[config.mk]
export PLATFORM = sky130hd
export DESIGN_NAME = vlc_legal_check
export DESIGN_NICKNAME = d
export VERILOG_FILES = /design/src/rtl/vlc_pkg.sv /design/src/rtl/vlc_decode.sv /design/src/rtl/vlc_operand.sv /design/src/rtl/vlc_overlap.sv /design/src/rtl/vlc_legal_check.sv
export SDC_FILE = /design/constraint.sdc
export NUM_CORES = 1
export LEC_CHECK = 0
export BUFFER_PORTS_ARGS = -buffer_cell sky130_fd_sc_hd__buf_4
export CAP_MARGIN = 5
export CORE_UTILIZATION = 45
export DETAILED_ROUTE_END_ITERATION = 8
export GPL_TIMING_DRIVEN = 0
export SYNTH_ARGS = -nofsm -noshare
export SYNTH_HDL_FRONTEND = slang
export SYNTH_SLANG_ARGS = --single-unit
export TNS_END_PERCENT = 5
[constraint.sdc]
create_clock -name vclk -period 14
set_input_delay 2.8 -clock vclk [all_inputs]
set_output_delay 2.8 -clock vclk [all_outputs]
set_load 0.02 [all_outputs]
[src/rtl/vlc_pkg.sv]
package vlc_pkg;

    localparam int REG_W    = 5;
    localparam int NUM_REGS = 1 << REG_W;
    localparam int EMUL_W   = 4;
    localparam int EXT_W    = REG_W + 2;
    localparam int NUM_OPND = 3;
    localparam int NUM_PAIR = 3;

    typedef enum logic [3:0] {
        CLS_SS_VV   = 4'd0,
        CLS_SS_VX   = 4'd1,
        CLS_MASK_VV = 4'd2,
        CLS_MASK_VX = 4'd3,
        CLS_WIDE_VV = 4'd4,
        CLS_WIDE_WV = 4'd5,
        CLS_NARR_WV = 4'd6,
        CLS_RED     = 4'd7,
        CLS_WRED    = 4'd8
    } vclass_e;

    // relation of destination element width to a source's
    typedef enum logic [1:0] {
        REL_SAME       = 2'd0,
        REL_DST_NARROW = 2'd1,
        REL_DST_WIDE   = 2'd2,
        REL_FORBID     = 2'd3
    } rel_e;

    typedef struct packed {
        logic                     used;
        logic signed [EMUL_W-1:0] emul;
    } opnd_t;

    typedef struct packed {
        logic  known;
        logic  wn_limit;
        logic  wide_red;
        logic  v0_guard;
        opnd_t dst;
        opnd_t src1;
        opnd_t src2;
        rel_e  rel1;
        rel_e  rel2;
    } role_t;

    localparam logic [2:0] LMUL_RSVD = 3'b100;
    localparam logic [2:0] LMUL_MAX8 = 3'b011;
    localparam logic [1:0] SEW_64    = 2'b11;

endpackage

[src/rtl/vlc_decode.sv]
module vlc_decode
    import vlc_pkg::*;
(
    input  logic [3:0] insn_class,
    input  logic [2:0] vlmul,
    output role_t      role
);

    logic signed [EMUL_W-1:0] l_one;
    logic signed [EMUL_W-1:0] l_two;

    always_comb begin
        l_one = EMUL_W'(signed'(vlmul));
        l_two = l_one + EMUL_W'(1);
    end

    always_comb begin
        role = '0;
        role.rel1 = REL_SAME;
        role.rel2 = REL_SAME;
        unique case (vclass_e'(insn_class))
            CLS_SS_VV: begin
                role.known    = 1'b1;
                role.v0_guard = 1'b1;
                role.dst      = '{used: 1'b1, emul: l_one};
                role.src1     = '{used: 1'b1, emul: l_one};
                role.src2     = '{used: 1'b1, emul: l_one};
            end
            CLS_SS_VX: begin
                role.known    = 1'b1;
                role.v0_guard = 1'b1;
                role.dst      = '{used: 1'b1, emul: l_one};
                role.src2     = '{used: 1'b1, emul: l_one};
            end
            CLS_MASK_VV: begin
                role.known = 1'b1;
                role.dst   = '{used: 1'b1, emul: '0};
                role.src1  = '{used: 1'b1, emul: l_one};
                role.src2  = '{used: 1'b1, emul: l_one};
                role.rel1  = REL_DST_NARROW;
                role.rel2  = REL_DST_NARROW;
            end
            CLS_MASK_VX: begin
                role.known = 1'b1;
                role.dst   = '{used: 1'b1, emul: '0};
                role.src2  = '{used: 1'b1, emul: l_one};
                role.rel2  = REL_DST_NARROW;
            end
            CLS_WIDE_VV: begin
                role.known    = 1'b1;
                role.wn_limit = 1'b1;
                role.v0_guard = 1'b1;
                role.dst      = '{used: 1'b1, emul: l_two};
                role.src1     = '{used: 1'b1, emul: l_one};
                role.src2     = '{used: 1'b1, emul: l_one};
                role.rel1     = REL_DST_WIDE;
                role.rel2     = REL_DST_WIDE;
            end
            CLS_WIDE_WV: begin
                role.known    = 1'b1;
                role.wn_limit = 1'b1;
                role.v0_guard = 1'b1;
                role.dst      = '{used: 1'b1, emul: l_two};
                role.src1     = '{used: 1'b1, emul: l_one};
                role.src2     = '{used: 1'b1, emul: l_two};
                role.rel1     = REL_DST_WIDE;
                role.rel2     = REL_SAME;
            end
            CLS_NARR_WV: begin
                role.known    = 1'b1;
                role.wn_limit = 1'b1;
                role.v0_guard = 1'b1;
                role.dst      = '{used: 1'b1, emul: l_one};
                role.src1     = '{used: 1'b1, emul: l_one};
                role.src2     = '{used: 1'b1, emul: l_two};
                role.rel1     = REL_SAME;
                role.rel2     = REL_DST_NARROW;
            end
            CLS_RED: begin
                role.known = 1'b1;
                role.src2  = '{used: 1'b1, emul: l_one};
            end
            CLS_WRED: begin
                role.known    = 1'b1;
                role.wide_red = 1'b1;
                role.src2     = '{used: 1'b1, emul: l_one};
            end
            default: begin
                role.known = 1'b0;
            end
        endcase
    end

endmodule

[src/rtl/vlc_operand.sv]
module vlc_operand
    import vlc_pkg::*;
#(
    parameter int P_REG_W  = REG_W,
    parameter int P_EMUL_W = EMUL_W,
    localparam int LP_EXT_W = P_REG_W + 2,
    localparam int LP_NREGS = 1 << P_REG_W
) (
    input  logic [P_REG_W-1:0]         reg_num,
    input  logic signed [P_EMUL_W-1:0] emul,
    input  logic                       used,
    output logic [LP_EXT_W-1:0]        g_start,
    output logic [LP_EXT_W-1:0]        g_size,
    output logic                       ok
);

    logic [LP_EXT_W-1:0] low_mask;
    logic [LP_EXT_W-1:0] g_end;
    logic                aligned;
    logic                in_range;

    always_comb begin
        g_start = LP_EXT_W'(reg_num);
        if (emul <= 0) begin
            g_size = LP_EXT_W'(1);
        end else begin
            g_size = LP_EXT_W'(1) << emul[P_EMUL_W-2:0];
        end
        low_mask = g_size - LP_EXT_W'(1);
        aligned  = (g_start & low_mask) == '0;
        g_end    = g_start + g_size;
        in_range = g_end <= LP_EXT_W'(LP_NREGS);
        ok       = !used || (aligned && in_range);
    end

endmodule

[src/rtl/vlc_overlap.sv]
module vlc_overlap
    import vlc_pkg::*;
#(
    parameter int P_EXT_W = EXT_W
) (
    input  logic [P_EXT_W-1:0] d_start,
    input  logic [P_EXT_W-1:0] d_size,
    input  logic [P_EXT_W-1:0] s_start,
    input  logic [P_EXT_W-1:0] s_size,
    input  rel_e               rel,
    input  logic               used,
    output logic               ok
);

    logic [P_EXT_W-1:0] d_end;
    logic [P_EXT_W-1:0] s_end;
    logic [P_EXT_W-1:0] span_hi;
    logic [P_EXT_W-1:0] span_lo;
    logic               hit;
    logic               placed;

    always_comb begin
        d_end   = d_start + d_size;
        s_end   = s_start + s_size;
        span_hi = (d_end > s_end) ? d_end : s_end;
        span_lo = (d_start < s_start) ? d_start : s_start;
        hit     = (span_hi - span_lo) < (d_size + s_size);
        unique case (rel)
            REL_SAME:       placed = 1'b1;
            REL_DST_NARROW: placed = (d_start == s_start);
            REL_DST_WIDE:   placed = (d_end == s_end);
            REL_FORBID:     placed = 1'b0;
            default:        placed = 1'b0;
        endcase
        ok = !used || !hit || placed;
    end

endmodule

[src/rtl/vlc_legal_check.sv]
module vlc_legal_check
    import vlc_pkg::*;
#(
    parameter int P_REG_W  = REG_W,
    parameter int P_EMUL_W = EMUL_W,
    localparam int LP_EXT_W = P_REG_W + 2
) (
    input  logic [1:0]         vs_status,
    input  logic [3:0]         insn_class,
    input  logic [P_REG_W-1:0] vd,
    input  logic [P_REG_W-1:0] vs1,
    input  logic [P_REG_W-1:0] vs2,
    input  logic               vm,
    input  logic [1:0]         vsew,
    input  logic [2:0]         vlmul,
    output logic               legal
);

    role_t role;

    vlc_decode u_decode (
        .insn_class (insn_class),
        .vlmul      (vlmul),
        .role       (role)
    );

    // operand slots: 0 = destination, 1 = vs1, 2 = vs2
    logic [P_REG_W-1:0]         op_reg  [NUM_OPND];
    opnd_t                      op_role [NUM_OPND];
    logic [LP_EXT_W-1:0]        op_start[NUM_OPND];
    logic [LP_EXT_W-1:0]        op_size [NUM_OPND];
    logic [NUM_OPND-1:0]        op_ok;

    always_comb begin
        op_reg[0]  = vd;
        op_reg[1]  = vs1;
        op_reg[2]  = vs2;
        op_role[0] = role.dst;
        op_role[1] = role.src1;
        op_role[2] = role.src2;
    end

    for (genvar gi = 0; gi < NUM_OPND; gi++) begin : g_opnd
        vlc_operand #(
            .P_REG_W  (P_REG_W),
            .P_EMUL_W (P_EMUL_W)
        ) u_opnd (
            .reg_num (op_reg[gi]),
            .emul    (op_role[gi].emul),
            .used    (op_role[gi].used),
            .g_start (op_start[gi]),
            .g_size  (op_size[gi]),
            .ok      (op_ok[gi])
        );
    end

    // pair slots: 0 = vs1, 1 = vs2, 2 = mask register v0
    logic [LP_EXT_W-1:0] pr_start[NUM_PAIR];
    logic [LP_EXT_W-1:0] pr_size [NUM_PAIR];
    rel_e                pr_rel  [NUM_PAIR];
    logic [NUM_PAIR-1:0] pr_used;
    logic [NUM_PAIR-1:0] pr_ok;

    always_comb begin
        pr_start[0] = op_start[1];
        pr_size[0]  = op_size[1];
        pr_rel[0]   = role.rel1;
        pr_used[0]  = role.src1.used && role.dst.used;
        pr_start[1] = op_start[2];
        pr_size[1]  = op_size[2];
        pr_rel[1]   = role.rel2;
        pr_used[1]  = role.src2.used && role.dst.used;
        pr_start[2] = '0;
        pr_size[2]  = LP_EXT_W'(1);
        pr_rel[2]   = REL_FORBID;
        pr_used[2]  = role.v0_guard && !vm;
    end

    for (genvar gp = 0; gp < NUM_PAIR; gp++) begin : g_pair
        vlc_overlap #(
            .P_EXT_W (LP_EXT_W)
        ) u_ovl (
            .d_start (op_start[0]),
            .d_size  (op_size[0]),
            .s_start (pr_start[gp]),
            .s_size  (pr_size[gp]),
            .rel     (pr_rel[gp]),
            .used    (pr_used[gp]),
            .ok      (pr_ok[gp])
        );
    end

    logic unit_on;
    logic lmul_ok;
    logic width_ok;
    logic red_ok;

    always_comb begin
        unit_on  = vs_status != 2'b00;
        lmul_ok  = vlmul != LMUL_RSVD;
        width_ok = !role.wn_limit || ((vlmul != LMUL_MAX8) && (vsew != SEW_64));
        red_ok   = !role.wide_red || (vsew != SEW_64);
        legal    = unit_on && lmul_ok && role.known && width_ok && red_ok
                   && (&op_ok) && (&pr_ok);
    end

endmodule

Word level (Yosys, flattened, before mapping)
Index checks and enable logic that the tools add are counted.
Cells by class
  $add $sub $neg: 13
  order comparisons: 15
  eq/ne operators: 21
  shifts and indexed selects: 3
  multiplexer cells: 20
  bitwise operators: 3
  reduce and logical (&&, ||, !) cells: 54
Operators with widths (count)
  two-way mux 7 bit: 6
  adder 5 x 7 -> 7 bit: 3
  AND 5 x 7 -> 7 bit: 3
  <= comparator 7 x 6 -> 1 bit (second input constant): 3
  logical NOT 7 bit: 3
  less-than comparator 7 bit: 3
  << shifter 1 x 3 -> 7 bit (first input constant): 3
  subtractor 7 x 1 -> 7 bit (second input constant): 3
  subtractor 7 bit: 3
  two-way mux 5 bit: 4
  == test 4 x 3 -> 1 bit (second input constant): 4
  one-hot mux 5 bit (3 select lines): 1
  adder 7 bit: 2
  == test 7 bit: 2
  greater-than comparator 7 bit: 2
  logical AND 1 bit: 13
  <= comparator 4 x 1 -> 1 bit (second input constant): 3
  logical NOT 1 bit: 12
  == test 5 bit: 2
  logical OR 1 bit: 10
  less-than comparator 5 bit: 2
  one-hot mux 5 bit (2 select lines): 1
  OR reduction 5 bit: 2
  OR reduction 3 bit: 3
  other kinds (22): 36
Word-level totals
  register bits: 0
  bits of input ports: 27
  output and inout bits: 1
  logic and storage cells: 129

Depth between registers and ports, before layout
Gate-level depths: netlist (run 1).
  word-level depth: 15
  mapped depth: 40
  depth with buffers taken out: 38

Cells and area by module
A second synthesis (run 1) with hierarchy kept.
Second synthesis, totals
  cells, all modules: 849
  area, all modules: 6741.5 um^2
Modules (own cells, without submodules)
  vlc_overlap (g_pair[1].u_ovl ...): instances 2, cells an instance 184, area an instance 1536.5 um^2, seq. area each 0.0 um^2
  vlc_operand: instances 3, cells an instance 71, area an instance 520.5 um^2, seq. area each 0.0 um^2
  vlc_overlap (g_pair[0].u_ovl): instances 1, cells an instance 185, area an instance 1535.2 um^2, seq. area each 0.0 um^2
  vlc_decode: instances 1, cells an instance 69, area an instance 480.5 um^2, seq. area each 0.0 um^2
  vlc_legal_check: instances 1, cells an instance 14, area an instance 91.3 um^2, seq. area each 0.0 um^2

Worst setup path before layout (run 1)
Ideal clock, no wire load.
  path type: input-to-output
  start point: in insn_class[1]
  end point: out legal
  data arrival time: 9490 ps
  required time: 11200 ps
  setup slack: 1710 ps
  stages on the path: 40
  buffers on the path: 3
  cell sequence: buf_2 -> clkbuf_1 -> nor3_1 -> and2_2 -> nor3_1 -> nand2_1 -> o221ai_1 -> ha_1 -> fa_1 -> a211oi_1 -> or3b_2 -> nand2b_1 -> nand3_1 -> a21oi_1 -> inv_1 -> ha_1 -> nand2_1 -> o21bai_1 -> [... 4 more ...] -> buf_2 -> nor2_1 -> a21oi_1 -> ha_1 -> fa_1 -> inv_1 -> a21oi_1 -> o21bai_1 -> a21oi_1 -> nand2_1 -> xor2_1 -> ha_1 -> a22o_1 -> nor4_1 -> o221ai_1 -> a21oi_1 -> nor2_1 -> o211a_1
On the way
  cells in the longest elaborated chain, start to end: 15
  elaborated cells between the ends (all ways): 113
  classes of those cells: add/sub (12); order compare (12); eq/ne (16); shift (3); mux (17); bitwise (3); reduce/logical (50)
Ends and longest elaborated chain
  start: declaration: RTL line vlc_legal_check.sv:9  | input logic [3:0] insn_class,
  == test 4 x 1 -> 1 bit (tied with other cells): RTL line vlc_decode.sv:21  | unique case (vclass_e'(insn_class))
  OR reduction 7 bit (no line) (tied with other cells)
  one-hot mux 5 bit (2 select lines) (tied with other cells): RTL line vlc_decode.sv:21
  <= comparator 4 x 1 -> 1 bit or << shifter 1 x 3 -> 7 bit (tied branches): RTL line vlc_operand.sv:24, vlc_operand.sv:27
  two-way mux 7 bit: RTL line vlc_operand.sv:24  | if (emul <= 0) begin
  adder 5 x 7 -> 7 bit (on tied branches): RTL line vlc_operand.sv:31, vlc_overlap.sv:24, vlc_overlap.sv:23
  greater-than comparator 7 bit: RTL line vlc_overlap.sv:25  | span_hi = (d_end > s_end) ? d_end : s_end;
  two-way mux 7 bit: RTL line vlc_overlap.sv:25
  subtractor 7 bit: RTL line vlc_overlap.sv:27  | hit = (span_hi - span_lo) < (d_size + s_size);
  less-than comparator 7 bit: RTL line vlc_overlap.sv:27
  logical NOT 1 bit: RTL line vlc_overlap.sv:35  | ok = !used || !hit || placed;
  logical OR 1 bit (2 in series): RTL line vlc_overlap.sv:35
  AND reduction 3 bit: RTL line vlc_legal_check.sv:104  | && (&op_ok) && (&pr_ok);
  logical AND 1 bit (*): RTL line vlc_legal_check.sv:104
  end: declaration: RTL line vlc_legal_check.sv:16  | output logic legal
Mark *: on every way between the ends. The rest lies on a longest branch, timed or not.

Worst setup path after layout (run 1)
Ends and elaborated chain as after synthesis.

==> tab_implementation.tex, run 1 <==
\begin{tabular}{lr}
\hline
Metric & Value \\
\hline
\multicolumn{2}{l}{\textbf{Floorplan}} \\
\quad I/O Pins & 28 \\
\quad Chip width & 94.87 um \\
\quad Area of the placeable core & 0.008299 sq mm \\
\quad Die footprint & 0.009000 sq mm \\
\quad Cell Rows & 33 \\
\quad Die height & 94.87 um \\
\quad Initial cell density of the core & 46.77\% \\
\multicolumn{2}{l}{\textbf{Pwr}} \\
\quad Leak pwr & 2.089 nW \\
\quad Total power per unit cell area & 77.37 mW/mm\^{}2 \\
\quad Worst supply voltage drop on vdd & 62.71 uV \\
\multicolumn{2}{l}{\textbf{Timing}} \\
\quad Tcrit/Tclk final & 95.77\% \\
\quad Final Setup Violations & 0 \\
\quad Least-Margin Pin Slew & 774.4 ps \\
\quad Maximum frequency from static timing analysis & 74.58 MHz \\
\quad Count of final hold-check violations & 0 \\
\quad Total negative slack for setup checks & 0 ps \\
\quad Tmin final & 13410 ps \\
\quad Number of slew-limit violations in the final report & 0 \\
\quad Slew Limit Headroom & 48.00\% \\
\multicolumn{2}{l}{\textbf{Synthesis}} \\
\quad Sequential-to-total area share from yosys stat & 0\% \\
\quad Synthesized net count & 640 \\
\quad Number of unique standard cell types used by synthesis & 82 \\
\quad Mean cell area of the mapped netlist & 7.464 sq um \\
\quad Synthesis Warnings & 0 \\
\quad Post-Syn Area & 0.003881 sq mm \\
\quad Syn Inst Count & 520 \\
\multicolumn{2}{l}{\textbf{Finish}} \\
\quad Post-layout instance area & 0.004297 sq mm \\
\quad Diodes inserted & 0 \\
\quad Most common library cell in the layout ignoring fill and taps & ha\_1 \\
\quad Number of filler instances in the final layout & 866 \\
\quad Highest-count cells in the layout ignoring fill and taps & ha\_1 (89), inv\_1 (55), a21oi\_1 (45) \\
\quad Ratio of cells with drive above 1 in the final layout & 14.23\% \\
\quad Layout overhead on the synthesized area & 10.70\% \\
\quad Sequential cells & 0 \\
\quad Layout clock buffer count & 0 \\
\quad Util after Layout & 51.77\% \\
\quad Layout Nets & 670 \\
\quad Area of all sequential standard cells & 0 sq um \\
\multicolumn{2}{l}{\textbf{GRT}} \\
\quad Global-route met2 utilization & 44.24\% \\
\quad Overflow after GRT & 0 \\
\quad Initial antenna violation count & 0 \\
\quad Maximum number of pins on one net before global-route repair & 11 \\
\quad Grt met1 use & 37.78\% \\
\quad First-pass GRT wire length & 18500 um \\
\quad Met3 track utilization from global routing & 0.7246\% \\
\quad Peak-usage layer in the global routing report & met2 \\
\quad Vias in the first global route & 3693 \\
\quad Global-route usage over all layers & 26.39\% \\
\multicolumn{2}{l}{\textbf{Routing}} \\
\quad Via count & 3896 \\
\quad Detailed-route vias per instance & 5.966 \\
\quad Routed length per instance & 17.70 um \\
\quad Starting DRT DRC Count & 188 \\
\quad DRC Markers & 0 \\
\quad Drt total wl & 11560 um \\
\quad Remaining antenna violation count & 0 \\
\quad Pre-Repair DR Iteration Count & 5 \\
\multicolumn{2}{l}{\textbf{Run status}} \\
\quad Outcome & finished clean \\
\multicolumn{2}{l}{\textbf{Min path}} \\
\quad Worst min-delay path class & primary input to output pin \\
\quad Cells on Worst Hold Path & 6 \\
\multicolumn{2}{l}{\textbf{Critical path}} \\
\quad Worst Path Max Fanout & 10 \\
\quad Classification of the worst setup path & primary input to output pin \\
\quad Arrival time of data at the critical path endpoint & 10610 ps \\
\quad Crit path required time & 11200 ps \\
\quad Capturing element type of the critical path & output pin \\
\quad Delay of the slowest cell on the worst path & 510 ps \\
\quad Crit start category & primary input \\
\quad Slowest stage cell on the critical path & or3b\_2 \\
\multicolumn{2}{l}{\textbf{Placement}} \\
\quad Final HPWL DP & 9571 um \\
\quad Number of port buffers & 27 \\
\quad Post-detailed-placement cell area & 0.004219 sq mm \\
\quad RePlAce Congestion & 0.8777 \\
\multicolumn{2}{l}{\textbf{Run}} \\
\quad Max-cap viol count & 0 \\
\hline
\end{tabular}
-- cell type report --
cell class / count / area, sq um / share of cell area, %
plain buffers: 17 / 105.1 / 2.446
inverters: 55 / 206.4 / 4.805
multi-input cells: 448 / 3647 / 84.89
well taps: 105 / 131.4 / 3.058
repair buffers: 28 / 206.4 / 4.805
-- cell usage after synthesis, drive strengths merged (9+ instances only) --
| cell | number | area, sq um |
|---|---|---|
| clkbuf | 10 | 41.29 |
| nor2 | 29 | 116.4 |
| nand3 | 14 | 75.07 |
| xnor2 | 24 | 236.5 |
| ha | 89 | 1114 |
| a21oi | 47 | 239.0 |
| a21o | 9 | 67.56 |
| inv | 55 | 206.5 |
| mux2i | 14 | 140.1 |
| nor3 | 9 | 50.05 |
| nand2 | 37 | 138.9 |
| o21ai | 23 | 115.1 |
| xor2 | 14 | 122.6 |
| nor2b | 10 | 62.56 |
| o21bai | 10 | 75.07 |
-- what timing repair did --
action	4_1_cts	5_1_grt
gates resized for setup	1	18
endpoints found under the setup margin	1	1
pin swaps	0	0
buffers inserted	0	0
hold buffers	0	0
-- per-layer routing --
metal	up-vias	part of all wire [%]	routed length, um
met2	107	45	5239
met4	0	2.0	229
met1	1829	48	5569
li1	1942	-	-
met5	-	0	0
met3	18	4.5	518
-- per-stage QoR --
step           std cells  hold WS [ps]  setup slack [ps]  total power [mW]
6_report             653          6194             591.9            0.3324
2_1_floorplan        520          5952              1710            0.2488
3_5_place_dp         653          6183            -31.51            0.3253
4_1_cts              653          6190             32.77            0.3280
3_3_place_gp         652          6180             89.20            0.3180
5_1_grt              653          6246            -42.04            0.3827
-- cell families after synthesis --
logic type / count (synthesis) / share of synthesized area (%)
multiplexers: 18 / 4.771
buffers and inverters: 72 / 7.962
other: 2 / 0.1935
AO/OA/AOI/OAI: 141 / 24.66
XOR/XNOR: 38 / 9.252
AND/OR/NAND/NOR: 154 / 21.89
adder cells (fa/ha/maj): 95 / 31.27
-- where the power goes --
| part | internal, mW | switching (mW) | total, mW | leakage [nW] |
|---|---|---|---|---|
| registers | 0 | 0 | 0 | 0 |
| logic | 0.147 | 0.185 | 0.332 | 2.09 |
| clock network | 0 | 0 | 0 | 0 |
-- worst max-delay path, delay by kind of cell --
kind	cells	cell delay (ps)
compound gates	15	2320
xor+xnor	1	220
fa+ha+maj	6	1720
buf+inv	7	1060
simple gates	13	2480
-- final timing paths --
check | start | to | slack (ps)
setup / recovery | insn_class[1] | legal | 590
hold / removal | vm | legal | 6190
No activity file was read; power rests on OpenSTA's default activity.
==> run 2: changes to the inputs <==
==> constraint.sdc (replaced) <==
create_clock -name vclk -period 16
set_input_delay 3.2 -clock vclk [all_inputs]
set_output_delay 3.2 -clock vclk [all_outputs]
set_load 0.02 [all_outputs]
==> run 2 against run 1 <==
  * Count of clock-buffer cells in the layout unchanged
  * Setup slack improved by 280 ps
  * First-iteration DRC count increased by 20%
  * Global-route usage hardly changed
  * Worst hold slack gained 810 ps
==> tab_implementation.tex, run 2 (same netlist as run 1, synthesis figures left out) <==
\begin{tabular}{lr}
\hline
Metric & Value \\
\hline
\multicolumn{2}{l}{\textbf{Run status}} \\
\quad Outcome & finished clean \\
\multicolumn{2}{l}{\textbf{Finish}} \\
\quad Sequential cells & 0 \\
\quad Most common library cell in the layout ignoring fill and taps & ha\_1 \\
\quad Post-layout instance area & 0.004219 sq mm \\
\quad Layout clock buffer count & 0 \\
\quad Util after Layout & 50.84\% \\
\quad Diodes inserted & 0 \\
\quad Highest-count cells in the layout ignoring fill and taps & ha\_1 (89), inv\_1 (55), a21oi\_1 (46) \\
\quad Layout Nets & 670 \\
\quad Area of all sequential standard cells & 0 sq um \\
\quad Layout overhead on the synthesized area & 8.704\% \\
\quad Ratio of cells with drive above 1 in the final layout & 12.04\% \\
\multicolumn{2}{l}{\textbf{Placement}} \\
\quad Pre-CTS setup slack & 1168 ps \\
\quad Final HPWL DP & 9571 um \\
\quad Number of port buffers & 27 \\
\quad Post-detailed-placement cell area & 0.004219 sq mm \\
\quad RePlAce Congestion & 0.8777 \\
\multicolumn{2}{l}{\textbf{Timing}} \\
\quad Tmin final & 15130 ps \\
\quad Final worst slack & 867.0 ps \\
\quad Least-Margin Pin Slew & 1044 ps \\
\quad Slew Limit Headroom & 29.84\% \\
\quad Maximum frequency from static timing analysis & 66.08 MHz \\
\quad Setup repair after global routing missed its margin & no \\
\quad Total negative slack for setup checks & 0 ps \\
\quad Final Setup Violations & 0 \\
\quad Count of final hold-check violations & 0 \\
\quad Number of slew-limit violations in the final report & 0 \\
\quad Tcrit/Tclk final & 94.58\% \\
\multicolumn{2}{l}{\textbf{GRT}} \\
\quad Vias in the first global route & 3690 \\
\quad First-pass GRT wire length & 18470 um \\
\quad Global-route usage over all layers & 26.35\% \\
\quad Maximum number of pins on one net before global-route repair & 11 \\
\quad Overflow after GRT & 0 \\
\quad Initial antenna violation count & 0 \\
\multicolumn{2}{l}{\textbf{Floorplan}} \\
\quad Chip width & 94.87 um \\
\quad I/O Pins & 28 \\
\quad Die footprint & 0.009000 sq mm \\
\quad Cell Rows & 33 \\
\quad Die height & 94.87 um \\
\quad Initial cell density of the core & 46.77\% \\
\quad Area of the placeable core & 0.008299 sq mm \\
\multicolumn{2}{l}{\textbf{CTS}} \\
\quad Setup repair bufs after CTS & 0 \\
\quad Hold buffer count at CTS & 0 \\
\quad Post-cts gate resize count & 0 \\
\multicolumn{2}{l}{\textbf{Critical path}} \\
\quad Library cell appearing most often on the critical path & ha\_1 \\
\quad Cell type group with the largest total delay on the critical path & compound AO/OA/AOI/OAI gates \\
\quad Arrival time of data at the critical path endpoint & 11930 ps \\
\quad Crit path required time & 12800 ps \\
\quad Worst Path Max Fanout & 9 \\
\quad Worst path buffer plus inverter count & 4 \\
\quad Classification of the worst setup path & primary input to output pin \\
\quad Slowest stage cell on the critical path & nor3\_1 \\
\quad Crit start category & primary input \\
\quad Capturing element type of the critical path & output pin \\
\quad Number of stages on the worst setup path & 37 \\
\quad Delay of the slowest cell on the worst path & 830 ps \\
\multicolumn{2}{l}{\textbf{Routing}} \\
\quad Routed length per instance & 17.73 um \\
\quad Detailed-route vias per instance & 5.957 \\
\quad Via count & 3890 \\
\quad DRC Markers & 0 \\
\quad Drt total wl & 11580 um \\
\quad Remaining antenna violation count & 0 \\
\quad Starting DRT DRC Count & 225 \\
\quad Pre-Repair DR Iteration Count & 5 \\
\multicolumn{2}{l}{\textbf{Pwr}} \\
\quad Total power per unit cell area & 68.26 mW/mm\^{}2 \\
\quad Leak pwr & 2.069 nW \\
\quad Worst supply voltage drop on vdd & 58.97 uV \\
\multicolumn{2}{l}{\textbf{Run}} \\
\quad Max-cap viol count & 0 \\
\multicolumn{2}{l}{\textbf{Min path}} \\
\quad Worst min-delay path class & primary input to output pin \\
\quad Cells on Worst Hold Path & 5 \\
\hline
\end{tabular}
run 2: per-layer routing:
layer	part of all wire, %	vias up	global-route usage (%)
met5	0	-	0
met4	1.6	0	4.545
met3	4.6	13	0.7246
met2	45	113	44.24
met1	49	1828	37.69
li1	-	1936	-
run 2: worst paths after layout:
| kind | startpoint | endpoint | slack, ps |
|---|---|---|---|
| setup / recovery | vlmul[1] | legal | 870 |
| hold / removal | insn_class[3] | legal | 7000 |
run 2: where the power goes:
| part | switching (mW) | leakage [nW] | internal (mW) |
|---|---|---|---|
| registers | 0 | 0 | 0 |
| logic | 0.160 | 2.07 | 0.128 |
| clock network | 0 | 0 | 0 |
| total | 0.160 | 2.07 | 0.128 |
run 2: metrics by stage:
stage / instances / total power, mW / hold WS (ps)
final: 653 / 0.2880 / 7003
after global routing: 653 / 0.3310 / 7044
after CTS: 653 / 0.2869 / 6990
after detailed placement: 653 / 0.2846 / 6983
after global placement: 652 / 0.2783 / 6980
after floorplan: 520 / 0.2177 / 6752
run 2: layout make-up:
class	count	area, sq um
inverters	55	206.4
plain buffers	17	102.6
well taps	105	131.4
repair buffers	28	206.4
multi-input cells	448	3572
fillers	873	4080
